==> src/rtl/btn_gesture_pkg.sv <==
package btn_gesture_pkg;
  typedef enum logic [1:0] {
    RES_NONE   = 2'b00,
    RES_SINGLE = 2'b01,
    RES_DOUBLE = 2'b10,
    RES_HOLD   = 2'b11
  } res_e;

  typedef enum logic [1:0] {
    ST_IDLE     = 2'b00,
    ST_PRESSED  = 2'b01,
    ST_RELEASED = 2'b10
  } st_e;
endpackage

==> src/rtl/btn_tick_gen.sv <==
module btn_tick_gen #(
  parameter int DIV_LOG2 = 10,
  parameter int TICK_W   = 16
) (
  input  logic              clk,
  input  logic              rst_n,
  output logic [TICK_W-1:0] tick_cnt
);
  logic              tick_en;
  logic [TICK_W-1:0] cnt_q, cnt_d;

  generate
    if (DIV_LOG2 > 0) begin : g_pre
      logic [DIV_LOG2-1:0] pre_q, pre_d;
      always_comb begin
        pre_d   = pre_q + 1'b1;
        tick_en = &pre_q;
      end
      always_ff @(posedge clk or negedge rst_n) begin
        if (!rst_n) pre_q <= '0;
        else        pre_q <= pre_d;
      end
    end else begin : g_nopre
      assign tick_en = 1'b1;
    end
  endgenerate

  always_comb begin
    cnt_d = cnt_q;
    if (tick_en) cnt_d = cnt_q + 1'b1;
  end

  always_ff @(posedge clk or negedge rst_n) begin
    if (!rst_n) cnt_q <= '0;
    else        cnt_q <= cnt_d;
  end

  assign tick_cnt = cnt_q;

  AST_TICK_STEP: assert property (@(posedge clk) disable iff (!rst_n)
    !$stable(cnt_q) |-> (cnt_q == $past(cnt_q) + TICK_W'(1)));
endmodule

==> src/rtl/btn_window_calc.sv <==
module btn_window_calc #(
  parameter int MS_W            = 16,
  parameter int TICK_W          = 16,
  parameter int RATE_K          = 48000,
  parameter int WIN_SHIFT       = 10,
  parameter int DEFAULT_HOLD_MS = 1000,
  parameter int DCLICK_MS       = 500
) (
  input  logic [MS_W-1:0]   hold_ms,
  output logic [TICK_W-1:0] hold_win,
  output logic [TICK_W-1:0] dbl_win
);
  localparam int PROD_W = MS_W + 17;
  localparam longint unsigned DBL_TICKS =
    (longint'(RATE_K) * longint'(DCLICK_MS)) >> WIN_SHIFT;

  logic [MS_W-1:0]   eff_ms;
  logic [PROD_W-1:0] prod;

  always_comb begin
    eff_ms   = (hold_ms == '0) ? MS_W'(DEFAULT_HOLD_MS) : hold_ms;
    prod     = PROD_W'(RATE_K) * PROD_W'(eff_ms);
    hold_win = TICK_W'(prod >> WIN_SHIFT);
    dbl_win  = TICK_W'(DBL_TICKS);
  end
endmodule

==> src/rtl/btn_gesture_fsm.sv <==
module btn_gesture_fsm
  import btn_gesture_pkg::*;
#(
  parameter int TICK_W = 16
) (
  input  logic              clk,
  input  logic              rst_n,
  input  logic              btn,
  input  logic              start,
  input  logic              hold_only,
  input  logic [TICK_W-1:0] tick_cnt,
  input  logic [TICK_W-1:0] hold_win,
  input  logic [TICK_W-1:0] dbl_win,
  output logic [1:0]        result,
  output logic              done
);
  st_e               st_q, st_d;
  logic [TICK_W-1:0] tgt_q, tgt_d;
  logic              mode_q, mode_d;
  res_e              res_q, res_d;
  logic              done_q, done_d;
  logic              expired;

  always_comb begin
    expired = (tick_cnt == tgt_q);
    st_d    = st_q;
    tgt_d   = tgt_q;
    mode_d  = mode_q;
    res_d   = res_q;
    done_d  = 1'b0;
    case (st_q)
      ST_IDLE: begin
        if (start) begin
          if (!btn) begin
            done_d = 1'b1;
            res_d  = RES_NONE;
          end else begin
            st_d   = ST_PRESSED;
            tgt_d  = tick_cnt + hold_win;
            mode_d = hold_only;
          end
        end
      end
      ST_PRESSED: begin
        if (!btn) begin
          if (mode_q) begin
            done_d = 1'b1;
            res_d  = RES_SINGLE;
            st_d   = ST_IDLE;
          end else begin
            st_d  = ST_RELEASED;
            tgt_d = tick_cnt + dbl_win;
          end
        end else if (expired) begin
          done_d = 1'b1;
          res_d  = RES_HOLD;
          st_d   = ST_IDLE;
        end
      end
      ST_RELEASED: begin
        if (btn) begin
          done_d = 1'b1;
          res_d  = RES_DOUBLE;
          st_d   = ST_IDLE;
        end else if (expired) begin
          done_d = 1'b1;
          res_d  = RES_SINGLE;
          st_d   = ST_IDLE;
        end
      end
      default: st_d = ST_IDLE;
    endcase
  end

  always_ff @(posedge clk or negedge rst_n) begin
    if (!rst_n) begin
      st_q   <= ST_IDLE;
      tgt_q  <= '0;
      mode_q <= 1'b0;
      res_q  <= RES_NONE;
      done_q <= 1'b0;
    end else begin
      st_q   <= st_d;
      tgt_q  <= tgt_d;
      mode_q <= mode_d;
      res_q  <= res_d;
      done_q <= done_d;
    end
  end

  assign result = res_q;
  assign done   = done_q;

  AST_NOCLICK_NOW: assert property (@(posedge clk) disable iff (!rst_n)
    (st_q == ST_IDLE && start && !btn) |=> (done_q && res_q == RES_NONE));
  AST_RESULT_HELD: assert property (@(posedge clk) disable iff (!rst_n)
    !done_q |-> $stable(res_q));
  AST_HOLD_PRESSED: assert property (@(posedge clk) disable iff (!rst_n)
    (done_q && res_q == RES_HOLD) |-> $past(btn));
  AST_SINGLE_RELEASED: assert property (@(posedge clk) disable iff (!rst_n)
    (done_q && res_q == RES_SINGLE) |-> !$past(btn));
  AST_DOUBLE_PRESSED: assert property (@(posedge clk) disable iff (!rst_n)
    (done_q && res_q == RES_DOUBLE) |-> ($past(btn) && !$past(mode_q)));
  AST_START_IGNORED: assert property (@(posedge clk) disable iff (!rst_n)
    (st_q == ST_PRESSED && btn && start && !expired) |=> (st_q == ST_PRESSED));
endmodule

==> src/rtl/btn_gesture.sv <==
module btn_gesture #(
  parameter int DIV_LOG2        = 10,
  parameter int TICK_W          = 16,
  parameter int MS_W            = 16,
  parameter int DEFAULT_HOLD_MS = 1000,
  parameter int DCLICK_MS       = 500
) (
  input  logic            clk,
  input  logic            rst_n,
  input  logic            btn_level,
  input  logic            start,
  input  logic            hold_only,
  input  logic [MS_W-1:0] hold_ms,
  output logic [1:0]      result,
  output logic            done
);
  logic              rst_s1_q, rst_s2_q;
  logic [TICK_W-1:0] tick_cnt;
  logic [TICK_W-1:0] hold_win, dbl_win;

  always_ff @(posedge clk or negedge rst_n) begin
    if (!rst_n) begin
      rst_s1_q <= 1'b0;
      rst_s2_q <= 1'b0;
    end else begin
      rst_s1_q <= 1'b1;
      rst_s2_q <= rst_s1_q;
    end
  end

  btn_tick_gen #(.DIV_LOG2(DIV_LOG2), .TICK_W(TICK_W)) u_tick (
    .clk      (clk),
    .rst_n    (rst_s2_q),
    .tick_cnt (tick_cnt)
  );

  btn_window_calc #(
    .MS_W(MS_W), .TICK_W(TICK_W), .RATE_K(48000), .WIN_SHIFT(10),
    .DEFAULT_HOLD_MS(DEFAULT_HOLD_MS), .DCLICK_MS(DCLICK_MS)
  ) u_win (
    .hold_ms  (hold_ms),
    .hold_win (hold_win),
    .dbl_win  (dbl_win)
  );

  btn_gesture_fsm #(.TICK_W(TICK_W)) u_fsm (
    .clk       (clk),
    .rst_n     (rst_s2_q),
    .btn       (btn_level),
    .start     (start),
    .hold_only (hold_only),
    .tick_cnt  (tick_cnt),
    .hold_win  (hold_win),
    .dbl_win   (dbl_win),
    .result    (result),
    .done      (done)
  );

  AST_RESET_QUIET: assert property (@(posedge clk) disable iff (!rst_s2_q)
    $rose(rst_s2_q) |-> (!done && result == 2'b00));
endmodule

==> config.mk <==
export PLATFORM = sky130hd
export DESIGN_NAME = btn_gesture
export DESIGN_NICKNAME = d
export VERILOG_FILES = /design/src/rtl/btn_gesture_pkg.sv /design/src/rtl/btn_tick_gen.sv /design/src/rtl/btn_window_calc.sv /design/src/rtl/btn_gesture_fsm.sv /design/src/rtl/btn_gesture.sv
export SDC_FILE = /design/constraint.sdc
export NUM_CORES = 1
export LEC_CHECK = 0
export BUFFER_PORTS_ARGS = -buffer_cell sky130_fd_sc_hd__buf_2
export CORE_UTILIZATION = 58
export DETAILED_ROUTE_END_ITERATION = 8
export PLACE_DENSITY = 0.86
export SLEW_MARGIN = 30
export SYNTH_ARGS = -nofsm -noshare
export SYNTH_HDL_FRONTEND = slang
export SYNTH_SLANG_ARGS = --single-unit
export TNS_END_PERCENT = 100
==> constraint.sdc <==
create_clock -name clk -period 1.45 [get_ports clk]
set_clock_uncertainty 0.05 [all_clocks]
set_input_delay 0.0725 -clock clk [delete_from_list [all_inputs] [get_ports clk]]
set_output_delay 0.0725 -clock clk [all_outputs]
set_load 0.01 [all_outputs]
==> results of run 1 <==
## state kept, by name, indices dropped and copies added (netlist names)
signal              cells
rst_s1_q                1
rst_s2_q                1
u_fsm.done              1
u_fsm.mode_q            1
u_fsm.result            2
u_fsm.st_q              2
u_fsm.tgt_q            16
u_tick.g_pre.pre_q     10
u_tick.tick_cnt        16
## worst min path at each step
stage	start	end	slack, ns	cells after the start
floorplan	rst_n	rst_s1_q	-0.27	0
global placement	rst_n	rst_s1_q	-0.19	1
detailed placement	rst_n	rst_s1_q	-0.19	1
CTS	start	u_fsm.mode_q	0.08	3
global route	start	u_fsm.mode_q	0.11	3
finish	start	u_fsm.mode_q	0.12	3
## power groups by stage
stage	Combinational, mW	Sequential [mW]	Clock [mW]
floorplan	9.31	1.92	0
global placement	13.5	1.91	0
detailed placement	14.4	1.93	0
CTS	16.6	1.93	1.03
global route	21.8	2.06	1.13
finish	21.0	2.05	1.08
## per-stage QoR
step | setup WS, ns | hold WS [ns] | setup TNS, ns | cell area, um^2
final | -5.084 | 0.1161 | -68.86 | 9321
after global routing | -5.161 | 0.1090 | -70.56 | 9321
after CTS | -4.317 | 0.07636 | -59.39 | 8743
after detailed placement | -4.777 | -0.1876 | -66.73 | 8077
after global placement | -4.506 | -0.1920 | -62.91 | 8077
after floorplan | -4.186 | -0.2731 | -53.33 | 6640
## logic make-up after synthesis
family / Yosys count / share of synthesized area [%]
AO/OA/AOI/OAI: 87 / 9.528
XOR/XNOR: 66 / 10.13
adder cells (fa/ha/maj): 135 / 35.02
buffers and inverters: 160 / 9.920
flip-flops: 50 / 20.62
multiplexers: 5 / 0.9692
other: 1 / 0.06181
AND/OR/NAND/NOR: 166 / 13.76
## per-layer routing
metal	vias to the layer above	track usage, %	wire, um
met4	0	24.80	2839
met1	2986	39.57	8071
met5	-	0	0
met2	575	69.96	12080
li1	2537	-	-
met3	271	5.326	2067
## layout by cell type, fill, tap and decap left out, types with 7 or more instances in the layout
cell type / count
buf_4: 147
inv_1: 131
fa_1: 56
ha_1: 49
dfrtp_1: 43
nand2_1: 38
buf_6: 34
ha_4: 26
xnor2_1: 25
nor2_1: 21
o21ai_1: 19
xnor2_2: 19
buf_2: 19
xor2_1: 14
inv_2: 9
nand2b_1: 8
and3_4: 7
nand2b_4: 7
nand2_4: 7
nor3_1: 7
a21oi_2: 7
o21ai_2: 7
dfrtp_2: 7
## worst register-to-register path, cell delays in order (launching register included)
cell and delay [ns]:
dfrtp_1 0.41, inv_1 0.09, ha_2 0.30, or2_4 0.19
ha_4 0.14, inv_1 0.05, fa_1 0.41, nor2b_1 0.19
o21ai_2 0.12, a21oi_4 0.20, o21ai_2 0.13, a211o_1 0.40
a31oi_4 0.25, buf_6 0.15, xnor2_2 0.12, o21ai_1 0.10
## layout make-up
type / count / area share, %
multi-input combinational: 460 / 58.24
inverter: 149 / 6.711
sequential: 50 / 13.52
timing repair buffer: 209 / 18.52
tap: 133 / 1.785
clock buffer: 5 / 0.7383
clock inverter: 3 / 0.4832
## repair_timing
action,4_1_cts,5_1_grt
endpoints found under the setup margin,35,39
endpoints found under the hold margin,3,0
setup buffers,15,18
cloned,0,0
pin swaps,69,69
hold buffers,3,0
gates resized for setup,104,86
==> impl_metrics.ini, run 1 <==
[route]
firstDrtPassIters = 5
postRouteAntennaNets = 0
drtIter0Drc = 714
vias = 6369
post-route-drc-count = 0
routed_wl_um = 25060
viasPerCell = 6.312
avgRoutedWirePerCell_um = 24.84

[pwr]
p_leak_nw = 4.668
swShare_pct = 49.59
p_switching_mw = 11.97
p_int_mw = 12.17
p_comb_share_pct = 87.0
vdd_drop_max_mv = 1.610
seq_power_share_pct = 8.5
p_total_mw = 24.14
clockPowerShare_pct = 4.5
power_density_nw_per_um2 = 2590

[synthesis]
synth-async-reset-ratio_pct = 100.0
yosysTopAreaCell = dfrtp_1
synth_edf_count = 0
synthCells = 670
syn_area_um2 = 6067
ys.warnings.count = 0
ys_ff_latch = 50
avgSynthCellArea_um2 = 9.055
synth_area_leaders = dfrtp_1, fa_1, ha_1, inv_1, xnor2_1
synth_common_cells = inv_1, ha_1, fa_1
synthMostInstantiatedCell = inv_1
seq_area_frac_synth_pct = 20.62
ys.flop_type = dfrtp_1
yosys.area.top_type_share_pct = 20.62
syn_nets = 826
yosysUniqueCellTypes = 51

[floorplan]
coreArea_um2 = 9955
die_w_um = 104.3
io_pins = 24
fp.dieH_um = 104.3
dieArea_um2 = 10870
initial_core_util_pct = 60.95
rows = 36

[critical_path]
worstReg2RegEnd = u_fsm.tgt_q[12]
crit_required_ns = 1.63
cp_num_buf_inv = 7
cp.arrival_ns = 6.71
r2r_start = u_fsm.st_q[1]
regToRegSetupSlack_ns = -1.97
endpoint = u_fsm.tgt_q[15]
cp-end-kind = register
worstSetupPathType = in -> reg
cp_top_family = adder cells
crit_start = hold_ms[14]
slowest_delay_ns = 0.57
cp-start-kind = primary input
cp_max_fo = 4
slowest_stage = fa_1
r2r_cells = 15
crit_cells = 29

[sta]
final_hold_viol_count = 0
maxSlewViolCount = 0
period_share_pct = 450.6
worst_slack_ns = -5.084
setup_violations = 38
rsz0062_at_grt = true
fmaxAchievable_mhz = 153.0
min_period_ns = 6.534

[cells_and_area]
syn_to_final_growth_pct = 53.64
n_antenna_cell = 0
fillers = 290
multi_input_area_um2 = 5429
area.sequential_um2 = 1260
nNetsFinal = 1031
layout.cells.non_filler = 1009
utilization_pct = 93.64
drive_gt1_share_pct = 45.55

[clock_tree]
clk_pin_slew_ns = 0.11
h-tree-depth = 2
tritoncts = yes
cts_root_buffer = clkbuf_8
clockBufferDepth = 2
cts_made_buffers = 5
clock_latency_ns = 0.33
cts_sinks = 50

[worst_hold_path]
hold_path_class = in -> reg

[placed_design]
numPortBuffers = 23
dp.cells = 973
dp_hpwl_um = 13300
globalplace.congestion = 0.8942

[grt]
grt_use_total_pct = 37.77
antenna_found_initial = 0
grt_overflow_total = 0
grt_pass1_wl_um = 32030
grt_pass1_vias = 6620
grt_max_degree = 33

[job]
cap_viol_max_count = 0

[status]
violations = setup timing
status = finished with violations
Power figures use the tool's default switching activity.
==> inputs of run 2 (changes only) <==
--- a/config.mk
+++ b/config.mk
@@ -9,6 +9,7 @@
 export CORE_UTILIZATION = 58
 export DETAILED_ROUTE_END_ITERATION = 8
 export PLACE_DENSITY = 0.86
+export SKIP_CTS_REPAIR_TIMING = 1
 export SLEW_MARGIN = 30
 export SYNTH_ARGS = -nofsm -noshare
 export SYNTH_HDL_FRONTEND = slang
==> impl_metrics.ini, run 2 (same netlist as run 1, synthesis figures left out) <==
[cells_and_area]
final_common_cell = buf_4
fillers = 376
syn_to_final_growth_pct = 48.42
design_area_um2 = 9005
n_antenna_cell = 0
drive_gt1_share_pct = 43.62
layout_common_cells = buf_4, inv_1, fa_1
nNetsFinal = 1017

[status]
violations = setup timing
status = finished with violations

[critical_path]
crit_required_ns = 1.61
cp.arrival_ns = 6.24
cp_max_fo = 8
worstSetupPathType = in -> reg
cp-start-kind = primary input
slowest_stage = fa_1
slowest_delay_ns = 0.56
cp-end-kind = register

[sta]
final_hold_viol_count = 0
fmaxAchievable_mhz = 164.6
hold_ws_ns = 0.09564
maxSlewViolCount = 0
min_period_ns = 6.075
setup_violations = 38
rsz0062_at_grt = true
setup_tns_ns = -66.89
period_share_pct = 419.0
worst_slack_ns = -4.625

[placed_design]
globalplace.congestion = 0.8942
place_area_um2 = 8077
numPortBuffers = 23
dp_hpwl_um = 13300
pre_cts_slack_ns = -4.777

[pwr]
clockPowerShare_pct = 4.6
p_switching_mw = 10.77
p_total_mw = 22.25
swShare_pct = 48.41
vdd_drop_max_mv = 1.406
p_leak_nw = 4.513
p_int_mw = 11.48
power_density_nw_per_um2 = 2471
p_comb_share_pct = 86.4
seq_power_share_pct = 9.0

[grt]
grt_pass1_wl_um = 27050
grt_max_degree = 33
grt_use_total_pct = 31.14
grt_pass1_vias = 6002
antenna_found_initial = 0
grt_overflow_total = 0

[job]
cap_viol_max_count = 0

[route]
routed_wl_um = 21330
post-route-drc-count = 0
vias = 5929
drtIter0Drc = 484
avgRoutedWirePerCell_um = 21.43
viasPerCell = 5.959
postRouteAntennaNets = 0
firstDrtPassIters = 6

[clock_tree]
clock_latency_ns = 0.32
tritoncts = yes
cts_sinks = 50
cts_made_buffers = 5
h-tree-depth = 2
cts_root_buffer = clkbuf_8
clockBufferDepth = 2
clk_pin_slew_ns = 0.10

[floorplan]
initial_core_util_pct = 60.95
io_pins = 24
fp.dieH_um = 104.3
coreArea_um2 = 9955
dieArea_um2 = 10870
rows = 36
die_w_um = 104.3

[worst_hold_path]
hold_path_class = in -> reg
## run 2: layout make-up
type,count,area (um^2),area share [%]
clock inverters,3,45.04,0.5002
inverters,149,625.6,6.947
repair buffers,195,1551,17.23
clock buffers,5,68.82,0.7642
flip-flops and latches,50,1257,13.96
multi-input cells,460,5290,58.75
well taps,133,166.4,1.848
## run 2: worst paths after layout
path	to	cells past startpoint	slack, ns	startpoint
min in group asynchronous	u_tick.g_pre.pre_q[0]	0	0.16	rst_s2_q
worst min register to register	u_tick.g_pre.pre_q[0]	0	0.16	rst_s2_q
worst max-delay path	u_fsm.tgt_q[15]	30	-4.63	hold_ms[7]
worst max register to register	u_fsm.tgt_q[14]	13	-1.77	u_fsm.st_q[1]
worst min-delay path	u_fsm.mode_q	3	0.1	start
max in group asynchronous	u_tick.tick_cnt[7]	1	0.65	rst_s2_q
## run 2: per-stage QoR
step                      utilization (%)  instances
final                               90.46        995
after global routing                90.46        995
after CTS                           82.28        981
after detailed placement            81.13        973
after global placement              81.13        973
after floorplan                         -        670
## run 2: critical path, delay by kind of cell
kind / cells / cell delay [ns]
xor+xnor: 2 / 0.39
mux: 1 / 0.27
buf+inv: 6 / 0.38
simple gates: 8 / 1.33
fa+ha+maj: 7 / 2.53
compound gates: 6 / 1.26
## run 2: power by group through the flow
stage          clock [mW]  sequential (mW)  combinational, mW
2_1_floorplan           0             1.92               9.31
3_3_place_gp            0             1.91               13.5
3_5_place_dp            0             1.93               14.4
4_1_cts              1.03             1.91               14.6
5_1_grt              1.07             2.01               20.2
6_report             1.02             2.00               19.2
## run 2: metal layers
metal  up-vias  routed length, um  global-route usage, %
met4         0               1576                  16.73
met3       153               1237                  3.258
met2       366              11150                  59.27
met5         -                  0                      0
li1       2522                  -                      -
met1      2888               7367                  33.48
